$ cat config.mk
export PLATFORM = sky130hd
export DESIGN_NAME = vtx_cfg_loader
export DESIGN_NICKNAME = d
export VERILOG_FILES = /design/src/rtl/vtx_cfg_pkg.sv /design/src/rtl/vtx_cfg_sync.sv /design/src/rtl/vtx_cfg_qtick.sv /design/src/rtl/vtx_cfg_xfer.sv /design/src/rtl/vtx_cfg_loader.sv
export SDC_FILE = /design/constraint.sdc
export NUM_CORES = 1
export LEC_CHECK = 0
export BUFFER_PORTS_ARGS = -buffer_cell sky130_fd_sc_hd__buf_2
export CAP_MARGIN = 20
export CORE_MARGIN = 8
export CORE_UTILIZATION = 56
export DETAILED_ROUTE_END_ITERATION = 6
export PLACE_DENSITY = 0.75
export SLEW_MARGIN = 10
export SYNTH_ARGS = -nofsm -noshare
export SYNTH_HDL_FRONTEND = slang
export SYNTH_SLANG_ARGS = --single-unit
$ cat constraint.sdc
create_clock -name clk -period 1.9 [get_ports clk]
set_clock_uncertainty 0.15 [all_clocks]
set_input_delay 0.19 -clock clk [delete_from_list [all_inputs] [get_ports clk]]
set_output_delay 0.19 -clock clk [all_outputs]
set_load 0.05 [all_outputs]
$ cat src/rtl/vtx_cfg_pkg.sv
package vtx_cfg_pkg;

   localparam int unsigned TABLE_LEN = 9;

   typedef struct packed {
      logic [7:0] reg_addr;
      logic [7:0] value;
   } cfg_pair_t;

   typedef enum logic [2:0] {
      PH_IDLE,
      PH_START,
      PH_BITS,
      PH_STOP,
      PH_GAP
   } bus_phase_t;

   typedef enum logic [2:0] {
      SQ_POWERUP,
      SQ_ISSUE,
      SQ_WAIT,
      SQ_DONE,
      SQ_FAIL
   } seq_state_t;

   // Ordered initialization table; the test-pattern write must stay last.
   function automatic cfg_pair_t cfg_entry(input int unsigned idx);
      cfg_pair_t p;
      case (idx)
         0:       p = '{reg_addr: 8'h9C, value: 8'h00};
         1:       p = '{reg_addr: 8'h9D, value: 8'h4C};
         2:       p = '{reg_addr: 8'h9F, value: 8'h80};
         3:       p = '{reg_addr: 8'hA1, value: 8'h00};
         4:       p = '{reg_addr: 8'hB3, value: 8'h08};
         5:       p = '{reg_addr: 8'hB4, value: 8'h16};
         6:       p = '{reg_addr: 8'hB6, value: 8'h60};
         7:       p = '{reg_addr: 8'hC9, value: 8'hC0};
         8:       p = '{reg_addr: 8'hC8, value: 8'h19};
         default: p = '{reg_addr: 8'h00, value: 8'h00};
      endcase
      return p;
   endfunction

endpackage

$ cat src/rtl/vtx_cfg_sync.sv
module vtx_cfg_sync #(
   parameter int unsigned STAGES = 2
) (
   input  logic clk,
   input  logic rst,
   input  logic d,
   output logic q
);

   generate
      if (STAGES <= 1) begin : g_one
         logic r;
         always_ff @(posedge clk) begin
            if (rst) r <= 1'b1;
            else     r <= d;
         end
         assign q = r;
      end else begin : g_chain
         logic [STAGES-1:0] r;
         always_ff @(posedge clk) begin
            if (rst) r <= '1;
            else     r <= {r[STAGES-2:0], d};
         end
         assign q = r[STAGES-1];
      end
   endgenerate

endmodule

$ cat src/rtl/vtx_cfg_qtick.sv
module vtx_cfg_qtick #(
   parameter int unsigned QTR_CYCLES = 320
) (
   input  logic clk,
   input  logic rst,
   input  logic en,
   output logic tick
);

   localparam int unsigned CW = (QTR_CYCLES > 2) ? $clog2(QTR_CYCLES) : 1;
   localparam logic [CW-1:0] LAST = CW'(QTR_CYCLES - 1);

   logic [CW-1:0] cnt;

   // Counter is held cleared while disabled so each transaction starts on a fresh phase.
   always_ff @(posedge clk) begin
      if (rst || !en)        cnt <= '0;
      else if (cnt == LAST)  cnt <= '0;
      else                   cnt <= cnt + 1'b1;
   end

   assign tick = en && (cnt == LAST);

endmodule

$ cat src/rtl/vtx_cfg_xfer.sv
module vtx_cfg_xfer
   import vtx_cfg_pkg::*;
#(
   parameter int unsigned QTR_CYCLES  = 320,
   parameter int unsigned SYNC_STAGES = 2,
   parameter logic [6:0]  DEV_ADDR7   = 7'h76
) (
   input  logic       clk,
   input  logic       rst,
   input  logic       go,
   input  logic [7:0] reg_addr,
   input  logic [7:0] value,
   input  logic       sda_in,
   output logic       scl_low,
   output logic       sda_low,
   output logic       fin,
   output logic       nacked
);

   localparam logic [7:0] DEV_WBYTE = {DEV_ADDR7, 1'b0};
   localparam logic [1:0] LAST_BYTE = 2'd2;
   localparam logic [3:0] ACK_SLOT  = 4'd8;

   bus_phase_t ph;
   logic [1:0] q;
   logic [3:0] bit_cnt;
   logic [1:0] byte_sel;
   logic [7:0] addr_q, val_q, cur_byte;
   logic       ack_hi, tick, sda_s;

   vtx_cfg_sync #(.STAGES(SYNC_STAGES)) u_sync (
      .clk(clk), .rst(rst), .d(sda_in), .q(sda_s)
   );

   vtx_cfg_qtick #(.QTR_CYCLES(QTR_CYCLES)) u_tick (
      .clk(clk), .rst(rst), .en(ph != PH_IDLE), .tick(tick)
   );

   always_comb begin
      case (byte_sel)
         2'd0:    cur_byte = DEV_WBYTE;
         2'd1:    cur_byte = addr_q;
         default: cur_byte = val_q;
      endcase
   end

   // Quarter phases per bit slot: q0 set SDA, q1 SCL up, q2 sample, q3 SCL down.
   always_ff @(posedge clk) begin
      if (rst) begin
         ph       <= PH_IDLE;
         q        <= 2'd0;
         bit_cnt  <= 4'd0;
         byte_sel <= 2'd0;
         addr_q   <= 8'h00;
         val_q    <= 8'h00;
         ack_hi   <= 1'b0;
         scl_low  <= 1'b0;
         sda_low  <= 1'b0;
         fin      <= 1'b0;
         nacked   <= 1'b0;
      end else begin
         fin <= 1'b0;
         if (ph == PH_IDLE) begin
            if (go) begin
               ph     <= PH_START;
               q      <= 2'd0;
               addr_q <= reg_addr;
               val_q  <= value;
               nacked <= 1'b0;
            end
         end else if (tick) begin
            q <= q + 2'd1;
            case (ph)
               PH_START: begin
                  if (q == 2'd2) sda_low <= 1'b1;
                  if (q == 2'd3) begin
                     scl_low  <= 1'b1;
                     ph       <= PH_BITS;
                     bit_cnt  <= 4'd0;
                     byte_sel <= 2'd0;
                  end
               end
               PH_BITS: begin
                  case (q)
                     2'd0: sda_low <= (bit_cnt == ACK_SLOT) ? 1'b0
                                      : ~cur_byte[3'd7 - bit_cnt[2:0]];
                     2'd1: scl_low <= 1'b0;
                     2'd2: ack_hi  <= sda_s;
                     default: begin
                        scl_low <= 1'b1;
                        if (bit_cnt == ACK_SLOT) begin
                           bit_cnt <= 4'd0;
                           if (ack_hi) begin
                              nacked <= 1'b1;
                              ph     <= PH_STOP;
                           end else if (byte_sel == LAST_BYTE) begin
                              ph <= PH_STOP;
                           end else begin
                              byte_sel <= byte_sel + 2'd1;
                           end
                        end else begin
                           bit_cnt <= bit_cnt + 4'd1;
                        end
                     end
                  endcase
               end
               PH_STOP: begin
                  case (q)
                     2'd0:    sda_low <= 1'b1;
                     2'd1:    scl_low <= 1'b0;
                     2'd2:    sda_low <= 1'b0;
                     default: ph      <= PH_GAP;
                  endcase
               end
               PH_GAP: begin
                  if (q == 2'd3) begin
                     ph  <= PH_IDLE;
                     fin <= 1'b1;
                  end
               end
               default: ph <= PH_IDLE;
            endcase
         end
      end
   end

endmodule

$ cat src/rtl/vtx_cfg_loader.sv
module vtx_cfg_loader
   import vtx_cfg_pkg::*;
#(
   parameter int unsigned CLK_DIV_QTR  = 320,
   parameter int unsigned PWRUP_CYCLES = 25000,
   parameter int unsigned SYNC_STAGES  = 2,
   parameter logic [6:0]  DEV_ADDR7    = 7'h76,
   parameter int unsigned ENTRIES      = TABLE_LEN
) (
   input  logic clk,
   input  logic rst,
   input  logic start,
   input  logic sda_in,
   output logic scl_oe,
   output logic sda_oe,
   output logic busy,
   output logic done,
   output logic error
);

   localparam int unsigned PW = $clog2(PWRUP_CYCLES + 1);
   localparam int unsigned IW = (ENTRIES > 1) ? $clog2(ENTRIES) : 1;
   localparam logic [PW-1:0] PW_LAST  = PW'(PWRUP_CYCLES - 1);
   localparam logic [IW-1:0] IDX_LAST = IW'(ENTRIES - 1);

   generate
      if (CLK_DIV_QTR < 2) begin : g_bad_div
         $error("CLK_DIV_QTR must be 2 or more");
      end
      if (PWRUP_CYCLES < 1) begin : g_bad_pwr
         $error("PWRUP_CYCLES must be 1 or more");
      end
      if (ENTRIES < 1 || ENTRIES > TABLE_LEN) begin : g_bad_len
         $error("ENTRIES must lie within the table length");
      end
   endgenerate

   seq_state_t    st;
   logic [PW-1:0] pw_cnt;
   logic [IW-1:0] idx;
   logic          go, fin, nacked;
   cfg_pair_t     ent;

   assign ent = cfg_entry(32'(idx));

   vtx_cfg_xfer #(
      .QTR_CYCLES (CLK_DIV_QTR),
      .SYNC_STAGES(SYNC_STAGES),
      .DEV_ADDR7  (DEV_ADDR7)
   ) u_xfer (
      .clk     (clk),
      .rst     (rst),
      .go      (go),
      .reg_addr(ent.reg_addr),
      .value   (ent.value),
      .sda_in  (sda_in),
      .scl_low (scl_oe),
      .sda_low (sda_oe),
      .fin     (fin),
      .nacked  (nacked)
   );

   always_ff @(posedge clk) begin
      if (rst) begin
         st     <= SQ_POWERUP;
         pw_cnt <= '0;
         idx    <= '0;
         go     <= 1'b0;
         busy   <= 1'b0;
         done   <= 1'b0;
         error  <= 1'b0;
      end else begin
         go <= 1'b0;
         case (st)
            SQ_POWERUP: begin
               if (pw_cnt == PW_LAST) begin
                  st   <= SQ_ISSUE;
                  idx  <= '0;
                  busy <= 1'b1;
               end else begin
                  pw_cnt <= pw_cnt + 1'b1;
               end
            end
            SQ_ISSUE: begin
               go <= 1'b1;
               st <= SQ_WAIT;
            end
            SQ_WAIT: begin
               if (fin) begin
                  if (nacked) begin
                     st    <= SQ_FAIL;
                     busy  <= 1'b0;
                     error <= 1'b1;
                  end else if (idx == IDX_LAST) begin
                     st   <= SQ_DONE;
                     busy <= 1'b0;
                     done <= 1'b1;
                  end else begin
                     idx <= idx + 1'b1;
                     st  <= SQ_ISSUE;
                  end
               end
            end
            default: begin
               if (start) begin
                  st    <= SQ_ISSUE;
                  idx   <= '0;
                  busy  <= 1'b1;
                  done  <= 1'b0;
                  error <= 1'b0;
               end
            end
         endcase
      end
   end

endmodule

# After elaboration in Yosys (flattened, before gate mapping)
# Memory sizes are Yosys's and may differ from the RTL's. A register that Yosys moved wholly into a read port is not among the register bits.
# Cells that the tools add are included.
# totals
ff_bits,53
romBits,256
output_inout_bits,5
word_cells,182
memories,1
# memory_table
memory,words,word_bits,rd,rd_ports_with_merged_regs,wr,line_no,text
(no name shown),16,16,1,1,0,vtx_cfg_pkg.sv:29,case (idx)
# classes
n_addsub,7
n_lt_le_gt_ge,1
n_eq_ne,40
n_mux,71
bitwise,7
reduce_logical,37
# ops
operator,count
$mux 3,14
$mux 4,8
$mux 1,26
$reduce_and 6->1,4
$mux 2,9
$ne 2x2->1 const B,9
$ne 2x1->1 const B,8
$pmux 8 s2,1
$reduce_and 8->1,2
$add 15x1->15 const B,1
$eq 15x15->1 const B,1
$reduce_and 5->1,3
$ne 3x1->1 const B,4
$pmux 3 s4,1
$pmux 4 s3,1
$reduce_bool 2->1,6
$add 9x1->9 const B,1
$eq 3x2->1 const B,3
$eq 9x9->1 const B,1
$ne 3x2->1 const B,3
$pmux 1 s3,3
$pmux 3 s3,1
$reduce_bool 3->1,3
$add 4x1->4 const B,2
26 further kinds,48

# Logic depth before layout (Yosys ltp)
# Gate-level depths: netlist of run 1.
# depth
ltp_word,8
mapped_depth,8
ltp_nobuf,7

# Modules after synthesis
# Synthesis of run 1 repeated with hierarchy kept, for this count alone.
# hier_totals
hier_cells,468
area_unflattened_um2,4161.5
# by_module_without_submodules
module,n_inst,cells_each,area_each_um2
vtx_cfg_loader,1,210,1963.1
vtx_cfg_xfer,1,206,1706.6
vtx_cfg_qtick,1,48,439.2
vtx_cfg_sync,1,4,52.6

# Least setup slack after synthesis of run 1
# No wires, ideal clock.
# synth_path
path_kind,register -> register
from,register u_xfer.byte_sel[1]
to,register u_xfer.sda_low
setup_time_ns,0.078
arrival_time_ns,1.911
required_time_ns,1.672
slack_ns,-0.238
path_stages_with_launch,9
n_path_buf,1
period_less_slack_ns,2.138
cell_sequence,dfxtp_1 -> inv_1 -> ha_1 -> clkbuf_1 -> mux4_2 -> or3_1 -> nand4_1 -> a31oi_1 -> nor3_1
# synth_via
elab_chain_len,8
# synth_lines
item,line_no,text
from (decl),vtx_cfg_xfer.sv:27,logic [1:0] byte_sel;
from (signal assigned),vtx_cfg_xfer.sv:99,byte_sel <= byte_sel + 2'd1;
$eq 2x1->1 or $logic_not 2->1 (tied branches),vtx_cfg_xfer.sv:40,case (byte_sel)
$pmux 8 s2 *,vtx_cfg_xfer.sv:40,
$bmux 1 s3 *,vtx_cfg_xfer.sv:86,: ~cur_byte[3'd7 - bit_cnt[2:0]];
$mux 1 (not written as such) *,vtx_cfg_xfer.sv:86,
$not 1->1 *,vtx_cfg_xfer.sv:86,
$mux 1 *,vtx_cfg_xfer.sv:85,2'd0: sda_low <= (bit_cnt == ACK_SLOT) ? 1'b0
$mux 1 *,vtx_cfg_xfer.sv:84,case (q)
$pmux 1 s3 *,vtx_cfg_xfer.sv:73,case (ph)
to (signal assigned),vtx_cfg_xfer.sv:85,
to (decl),vtx_cfg_xfer.sv:15,"output logic sda_low,"
# Every way passes the cells marked *; elsewhere a longest branch is shown, timed or not. The select of a mux whose other input is x is not followed.
# A chain may end at the register's enable or synchronous reset.

# Worst setup path in the final report of run 1
# layout_path
from,register u_xfer.byte_sel[0]
to,register u_xfer.sda_low
# Same word-level chain as after synthesis.

==> results of run 1 <==
==> tightest hold or removal path, cell delays in order <==
cell,delay [ps]
sky130_fd_sc_hd__buf_2,110
sky130_fd_sc_hd__nand2b_1,100
sky130_fd_sc_hd__a21oi_1,60
==> cell type report <==
class / count / area, um2
clock buffers: 9 / 123.9
clock inverters: 7 / 75.07
fillers: 467 / 1807
inverters: 16 / 60.06
multi-input cells: 328 / 2243
flip-flops and latches: 69 / 1390
well taps: 77 / 96.34
repair buffers: 65 / 481.7
==> sequential cells by signal, indices dropped and copies added (netlist names) <==
| name | count |
|---|---|
| pw_cnt | 15 |
| error | 1 |
| u_xfer.bit_cnt | 4 |
| u_xfer.ack_hi | 1 |
| idx | 4 |
| u_xfer.sda_low | 1 |
| busy | 1 |
| done | 1 |
| u_xfer.byte_sel | 2 |
| u_xfer.val_q | 8 |
| go | 1 |
| u_xfer.q | 2 |
| u_xfer.fin | 1 |
| u_xfer.ph | 3 |
| u_xfer.scl_low | 1 |
| u_xfer.u_sync.g_chain.r | 2 |
| u_xfer.addr_q | 8 |
| u_xfer.u_tick.cnt | 9 |
| u_xfer.nacked | 1 |
| st | 3 |
==> where the power goes <==
group	leakage (nW)	internal (mW)	switching, mW
Combinational	1.05	0.335	0.484
Clock	0.0918	0.610	0.583
Sequential	0.560	1.54	0.0896
==> stage by stage <==
step | std cells | worst slack, ps | power, mW | hold slack [ps] | cell area (um2)
final | 571 | -69.21 | 3.640 | 9.481 | 4471
after global routing | 571 | -166.3 | 3.814 | 32.93 | 4471
after CTS | 569 | -44.70 | 3.606 | 7.398 | 4293
after detailed placement | 551 | -53.99 | 2.407 | 236.2 | 4045
after global placement | 551 | -3.944 | 2.391 | 226.7 | 4045
after floorplan | 436 | -44.25 | 2.156 | 143.8 | 3613
==> placed cells by master, fill, tap and decap left out, types with 4 or more instances in the layout <==
cell type                  instances
sky130_fd_sc_hd__dfxtp_1          64
sky130_fd_sc_hd__nor2_1           59
sky130_fd_sc_hd__buf_4            53
sky130_fd_sc_hd__nand2_1          38
sky130_fd_sc_hd__a21oi_1          23
sky130_fd_sc_hd__nand4_1          20
sky130_fd_sc_hd__xor2_1           15
sky130_fd_sc_hd__ha_1             15
sky130_fd_sc_hd__inv_1            14
sky130_fd_sc_hd__nand3_1          13
sky130_fd_sc_hd__mux2i_1          11
sky130_fd_sc_hd__nor3_1           10
sky130_fd_sc_hd__o21ai_0           9
sky130_fd_sc_hd__and3_1            9
sky130_fd_sc_hd__clkbuf_8          9
sky130_fd_sc_hd__and2_1            8
sky130_fd_sc_hd__buf_2             8
sky130_fd_sc_hd__o21ai_1           7
sky130_fd_sc_hd__xnor2_1           7
sky130_fd_sc_hd__nor3_2            4
sky130_fd_sc_hd__a211oi_1          4
sky130_fd_sc_hd__a31oi_1           4
sky130_fd_sc_hd__dfxtp_2           4
==> cell families (layout without fill, tap and decap cells) <==
logic type | after synthesis | after routing | synth area share (%)
buffers and inverters | 39 | 97 | 4.211
flip-flops | 69 | 69 | 38.43
XOR/XNOR | 22 | 22 | 5.360
AO/OA/AOI/OAI | 73 | 73 | 12.88
multiplexers | 16 | 16 | 5.047
AND/OR/NAND/NOR | 198 | 198 | 27.46
adder cells (fa/ha/maj) | 19 | 19 | 6.613
==> how the worst min path moves through the flow <==
stage | from | end | slack (ps) | cells after the start
after global placement | sda_in | u_xfer.u_sync.g_chain.r[0]$_SDFF_PP1_ | 230 | 2
after floorplan | sda_in | u_xfer.u_sync.g_chain.r[0]$_SDFF_PP1_ | 140 | 1
after CTS | start | st[2]$_SDFFE_PP0P_ | 7 | 3
after detailed placement | sda_in | u_xfer.u_sync.g_chain.r[0]$_SDFF_PP1_ | 240 | 2
final | start | st[2]$_SDFFE_PP0P_ | 9 | 3
after global routing | start | st[2]$_SDFFE_PP0P_ | 30 | 3
==> metal layers <==
layer	share of wire (%)	track usage, %
met4	1.5	8.451
met5	0	0
met2	49	31.84
met1	46	23.75
met3	3.9	3.276
==> repair_timing <==
item / CTS / global route
endpoints found under the hold margin: 1 / 0
hold buffers: 1 / 0
gates resized for setup: 9 / 42
pin swaps: 2 / 10
setup buffers: 1 / 2
setup endpoints to repair: 21 / 38
==> summary by stage, run 1 <==
Clock network
The number of buffers added by the clock tree synthesis step is 9. The clock edge transition at the registers on the reported setup and hold paths is 80 ps. The clock sink total is 69.

TritonCTS built the clock tree. The total number of H-tree levels is 3. The clock passes through at most 2 buffers. The master cell of the clock root buffer is sky130_fd_sc_hd__clkbuf_8. The clock reaches the later pin of the worst-skew pair after 340 ps.

Floorplan
The die covers 9239 um2. The x dimension of the die is between 90 and 100 um. The number of cell rows is 29.

The die span in y is 96.12 um. The number of ports placed on the die boundary is 9. The area of the core is 6277 um2. The initial standard-cell utilization of the core is 57.27%.

Logic synthesis
The warning count from the yosys run is 0. The most common cell in the netlist is sky130_fd_sc_hd__dfxtp_1. Counting flops with a built-in enable in the synthesized netlist gives 0.

In this run the mean area of a mapped cell was 8.245 um2. Sequential elements use about 38% of the synthesized area. After synthesis, the cell types taking the most area are sky130_fd_sc_hd__dfxtp_1, sky130_fd_sc_hd__ha_1, sky130_fd_sc_hd__nor2_1. The cell area that synthesis handed to floorplanning was 3595 um2. When the netlist entered floorplanning its net count stood at 459. For this run, the leading register cell type out of synthesis is sky130_fd_sc_hd__dfxtp_1. Synthesis inferred 69 register bits. The top cell type's share of synthesized area is 38.43%. The number of instances in the synthesized netlist is approximately 440.

The number of distinct library cells after synthesis is 54. For this run, asynchronously set or reset flops after synthesis account for 0%. By count the netlist is led by sky130_fd_sc_hd__dfxtp_1, sky130_fd_sc_hd__nor2_1, sky130_fd_sc_hd__nand2_1. The leading area contributor after synthesis is sky130_fd_sc_hd__dfxtp_1.

Critical path
The capture instance of the worst register-to-register path is u_xfer.sda_low$_SDFFE_PP0P_. In this run the worst path has a maximum fanout of 3. The critical path startpoint is u_xfer.byte_sel[0]$_SDFFE_PP0P_.

The kind of end point of the critical path is a register. The kind of cell adding the most delay to the critical path is compound AO/OA/AOI/OAI gates. The peak per-stage delay on the critical path is 470 ps.

The worst endpoint required time is 1980 ps. The cell depth of the worst flop-to-flop path is 7. The cell at the slowest stage of the critical path is sky130_fd_sc_hd__or3b_2. The reg-to-reg setup timing slack is -70 ps.

The kind of start point of the critical path is a register. The critical path crosses 7 cells after its start point. The data arrival time of the critical path is 2050 ps. The origin of the critical flop-to-flop path is u_xfer.byte_sel[0]$_SDFFE_PP0P_. In this run the worst setup path terminates at u_xfer.sda_low$_SDFFE_PP0P_. The critical path in this run is classified as reg2reg. The critical path goes through inv_1, ha_2, or3b_2, a221oi_2, o21ai_1, a31oi_1, nor3_1.

Together, buffers and inverters on the worst path number 1.

Route
The starting DRC count in detailed routing is 238. The first-pass detailed-route iteration total is 5. The vias per cell is approximately 5.8. The routed design has 8601 um of wire. The average detailed-routed wire length per instance is 15.06 um. The final antenna-violating net count is 0. The residual DRC count is 0.

The routed via count is 3320.

Status
The flow ran to the end, but the final reports show violations. The checks that failed: setup timing.

Layout
0 antenna diodes ended up in the layout. The core occupancy in the finished layout is between 70% and 80%. In the final layout, the share of cells above drive strength 1 is a little over a quarter. The layout overhead on the synthesized area is 24.36%.

The final layout contains 512 nets.

GRT
For this run the aggregate overflow at the end of global routing stands at 0. The via count of the first global-routing pass is 3077. The total global-route track usage is 19.17%.

The largest net degree at the start of global routing is 26. The first global-routing pass estimated around 14000 um of wire. The initial antenna violation count came to 0.

Pwr
The leakage power total is 1.706 nW. The power density relative to cell area is 814.1 nW/um2. IR analysis of the VDD net gives a maximum drop of 0.7646 mV.

Timing
Setup slack on the critical path of the routed design comes to -69.21 ps. The final setup violation count is 2. The maximum clock frequency is 507.8 MHz. Setup repair after global routing could not meet its margin everywhere. Counting I/O delays and the setup requirement, the final critical path takes 1969 ps. The number of endpoints with negative hold slack in the final report is 0.

The aggregate negative setup slack is -130.0 ps. The max-slew violation count came to 0. For the pin with the worst max-slew slack, the measured transition is 396.5 ps. The headroom to the max-slew limit is 73.47%.

The final critical path takes up 103.6% of the cycle.

Place
Port buffering added 8 buffers. After legalization and detailed placement, the total HPWL measured 6150 um. The final weighted congestion in routability-driven placement is ~0.84.

Min path
The tightest min-delay check is of the in2reg type.

Flow run
Max-cap violations in this run came to 0.
Note: power is estimated with default switching activity, not from simulation.
==> run 2, diff against run 1 <==
--- a/config.mk
+++ b/config.mk
@@ -6,11 +6,12 @@
 export NUM_CORES = 1
 export LEC_CHECK = 0
 export BUFFER_PORTS_ARGS = -buffer_cell sky130_fd_sc_hd__buf_2
-export CAP_MARGIN = 20
+export CAP_MARGIN = 25
 export CORE_MARGIN = 8
 export CORE_UTILIZATION = 56
 export DETAILED_ROUTE_END_ITERATION = 6
 export PLACE_DENSITY = 0.75
+export SETUP_SLACK_MARGIN = 0.2
 export SLEW_MARGIN = 10
 export SYNTH_ARGS = -nofsm -noshare
 export SYNTH_HDL_FRONTEND = slang
==> run 2 against run 1 <==
  * The flow still finishes with violations (setup timing)
  * Routed wire length up 56%
  * Via count grew 21%
  * Register-to-register slack got worse by 230 ps
  * Worst setup slack got worse by 230 ps
  * Total power increased by 14%
  * Sequential share of layout area is 3.7 points lower
  * Clock power is 4% higher
  * Die area unchanged
  * Design area grew 15%
  * First-iteration DRC count is 100% higher
  * Non-clock buffer count is 21 higher
  * Global-route usage rose by 6.9 points
  * Largest cell class unchanged
  * Largest power group unchanged
==> summary by stage, run 2 (synthesized netlist as in run 1, its figures left out) <==
Critical path
The count of buffer and inverter cells on the critical path is 2 (+1). The peak per-stage delay on the critical path came to 480 ps (about the same). The worst endpoint required time is 2030 ps (+50 ps).

Counting stages on the worst path, the most repeated cell is sky130_fd_sc_hd__buf_4. The kind of start point of the critical path is a register. The slowest stage of the critical path is the sky130_fd_sc_hd__dfxtp_1 cell.

The worst setup path is of the reg2reg kind. The signal on the critical path passes through buf_4, nor3b_1, nand2_1, buf_4, a21oi_1, a31oi_2, nor3_2. The endpoint identified for the worst register-to-register timing path is u_xfer.sda_low$_SDFFE_PP0P_. The kind of end point of the critical path is a register. In this run the critical register-to-register path is launched from u_xfer.ph[1]$_SDFFE_PP0P_. The data arrival time of the critical path came to 2330 ps (+280 ps).

The cell family contributing the most delay on the critical path is simple AND/OR/NAND/NOR gates. The cell depth of the worst flop-to-flop path is 7 (unchanged). The reg-to-reg setup timing slack is -300 ps (-230 ps). The largest driver fanout on the critical path is 4 (+1).

GRT
The wire length of the first global-routing pass came to 18670 um (+33%). The residual overflow from global routing was 0 (unchanged). The largest net degree at the start of global routing is 22 (-15%).

The initial antenna violation count was 0 (unchanged). The total global-route track usage is 26.04% (+6.9 points). The via count of the first global-routing pass was 3745 (+22%).

Route
The average detailed-routed wire length per instance is 22.67 um (+50%). The residual DRC count is 0 (unchanged). The routed via count is 4013 (+21%). The starting DRC count in detailed routing is 475 (+100%).

The first-pass detailed-route iteration total is 5 (unchanged). The detailed-route wire length is 13440 um (+56%). The final antenna-violating net count was 0 (unchanged). The vias per cell is 6.767 (+16%).

Timing
The headroom to the max-slew limit was 62.42% (-11 points). The minimum clock period came to 2200 ps (+231.1 ps). The final setup violation count is 11 (+9).

The share of the clock period used by the worst path was 115.8% (+12 points). The maximum clock frequency is 454.5 MHz (-11%). The aggregate negative setup slack was -1418 ps (-1288 ps). The number of endpoints with negative hold slack in the final report was 0 (unchanged). The actual transition at the worst max-transition pin came to 563.7 ps (+167.2 ps). The max-slew violation count is 0 (unchanged).

The post-route worst setup slack is -300.3 ps (-231.1 ps). Setup repair after global routing could not meet its margin everywhere.

Clock network
The number of buffers on the longest clock path came to 2 (unchanged). The clock sink total is 69 (unchanged). Clock tree synthesis selected as its root buffer the cell sky130_fd_sc_hd__clkbuf_8. The number of buffers added by the clock tree synthesis step is 9 (unchanged). The clock latency at the later pin of the worst-skew pair is 350 ps (about the same). The total number of H-tree levels is 3 (unchanged).

The clock edge transition at the registers on the reported setup and hold paths was 70 ps (about the same). TritonCTS built the clock tree.

Flow run
The number of max-cap violations is 0 (unchanged).

Floorplan
The x dimension of the die is 96.12 um (unchanged). The initial standard-cell utilization of the core is 57.27% (unchanged). The die outline area was 9239 um2 (unchanged). The number of cell rows is 29 (unchanged). The die span in y is 96.12 um (unchanged). The number of ports placed on the die boundary came to 9 (unchanged). The area of the core was 6277 um2 (unchanged).

Place
The placed wire-length estimate after detailed placement is 6177 um (+0.45%). The number of buffers added on ports came to 8 (unchanged). The final weighted congestion in routability-driven placement is 0.9096 (+8.2%). The pre-CTS worst setup slack is -58.42 ps (-4.426 ps).

Status
The checks that failed: setup timing. The flow ran to the end, but the final reports show violations.

Layout
The number of antenna diodes was 0 (unchanged). Leaving out fill and tap cells, the most frequent cells in the layout are sky130_fd_sc_hd__buf_4, sky130_fd_sc_hd__dfxtp_1, sky130_fd_sc_hd__nor2_1. The register containing the most flip-flops in the final layout is pw_cnt. The layout cell share with drive strength beyond 1 was 42.44% (+16 points). The number of flip-flops in the largest register is 15 (unchanged). The most frequent standard cell in the layout excluding fill and tap cells is sky130_fd_sc_hd__buf_4. The largest registers in the layout are pw_cnt (15), u_xfer.u_tick.cnt (9).

The net count reported at finish came to 534 (+4.3%). From synthesis to final layout, the design area changed by 43.30%. The core occupancy in the finished layout is 82.06% (+11 points). The count of fill cells added during filler insertion is 315 (-33%).

Min path
The worst hold path stage count is 3 (unchanged). For hold timing, the worst endpoint is st[2]$_SDFFE_PP0P_. The worst hold path startpoint is start. The path class of the tightest hold or removal check is in2reg.

Pwr
The leakage power total is 1.966 nW (+15%). The peak supply drop is 0.8430 mV (+10%). The clock share of power came to 29.8% (-3.0 points). The internal power contribution came to 2.707 mW (+9.0%). The total chip power came to 4.151 mW (+14%). The net switching share of the total power is 34.78% (+3.0 points). The relative contribution of combinational cells to total power is 30.7% (+8.2 points). The power density relative to cell area was 805.9 nW/um2 (-1.0%).

The reported net switching power is 1.444 mW (+25%). The share of total power in sequential cells is 39.5% (-5.2 points).
==> run 2: repair_timing <==
item	4_1_cts	5_1_grt
gates cloned	2	0
setup endpoints to repair	49	63
resized for setup	100	74
endpoints found under the hold margin	1	0
hold buffers	1	0
buffers inserted	15	6
pin swaps	56	37
==> run 2: final cells by class <==
type | instances | area, um2 | area share [%]
tap | 77 | 96.34 | 1.870
clock buffer | 12 | 145.1 | 2.818
multi-input combinational | 329 | 2668 | 51.79
sequential | 69 | 1409 | 27.35
timing repair buffer | 86 | 725.7 | 14.09
inverter | 16 | 60.06 | 1.166
clock inverter | 4 | 47.55 | 0.9230
==> run 2: stage by stage <==
step / area, um2 / hold WS (ps) / instances
6_report: 5151 / 29.16 / 593
5_1_grt: 5151 / 43.90 / 593
4_1_cts: 4792 / 29.41 / 587
3_5_place_dp: 4088 / 233.2 / 553
3_3_place_gp: 4088 / 227.0 / 553
2_1_floorplan: 3646 / 143.8 / 436
==> run 2: metal layers <==
| metal | global-route usage [%] | vias to the layer above | share of wire [%] |
|---|---|---|---|
| met3 | 5.070 | 93 | 9.4 |
| met4 | 13.57 | 0 | 5.0 |
| met2 | 42.85 | 347 | 47 |
| li1 | - | 1693 | - |
| met5 | 0 | - | 0 |
| met1 | 31.49 | 1880 | 38 |
==> run 2: power groups by stage <==
stage	Sequential [mW]	Combinational [mW]	Clock, mW
3_5_place_dp	1.65	0.789	0
3_3_place_gp	1.64	0.772	0
6_report	1.64	1.28	1.24
2_1_floorplan	1.66	0.524	0
5_1_grt	1.65	1.34	1.29
4_1_cts	1.62	1.00	1.20
==> run 2: worst max path at each step <==
stage / endpoint / cells past startpoint / start
2_1_floorplan: u_xfer.byte_sel[0]$_SDFFE_PP0P_ / 6 / u_xfer.u_tick.cnt[6]$_SDFF_PP0_
3_3_place_gp: u_xfer.byte_sel[0]$_SDFFE_PP0P_ / 5 / u_xfer.u_tick.cnt[8]$_SDFF_PP0_
3_5_place_dp: u_xfer.byte_sel[0]$_SDFFE_PP0P_ / 5 / u_xfer.u_tick.cnt[8]$_SDFF_PP0_
4_1_cts: u_xfer.sda_low$_SDFFE_PP0P_ / 7 / u_xfer.byte_sel[1]$_SDFFE_PP0P_
5_1_grt: u_xfer.sda_low$_SDFFE_PP0P_ / 7 / u_xfer.ph[1]$_SDFFE_PP0P_
6_report: u_xfer.sda_low$_SDFFE_PP0P_ / 7 / u_xfer.ph[1]$_SDFFE_PP0P_
==> run 2: worst register-to-register path, delay by kind of cell, from the launching register on <==
family,cells,cell delay (ps)
compound gates,2,440
buf+inv,2,390
flops,1,480
simple gates,3,680
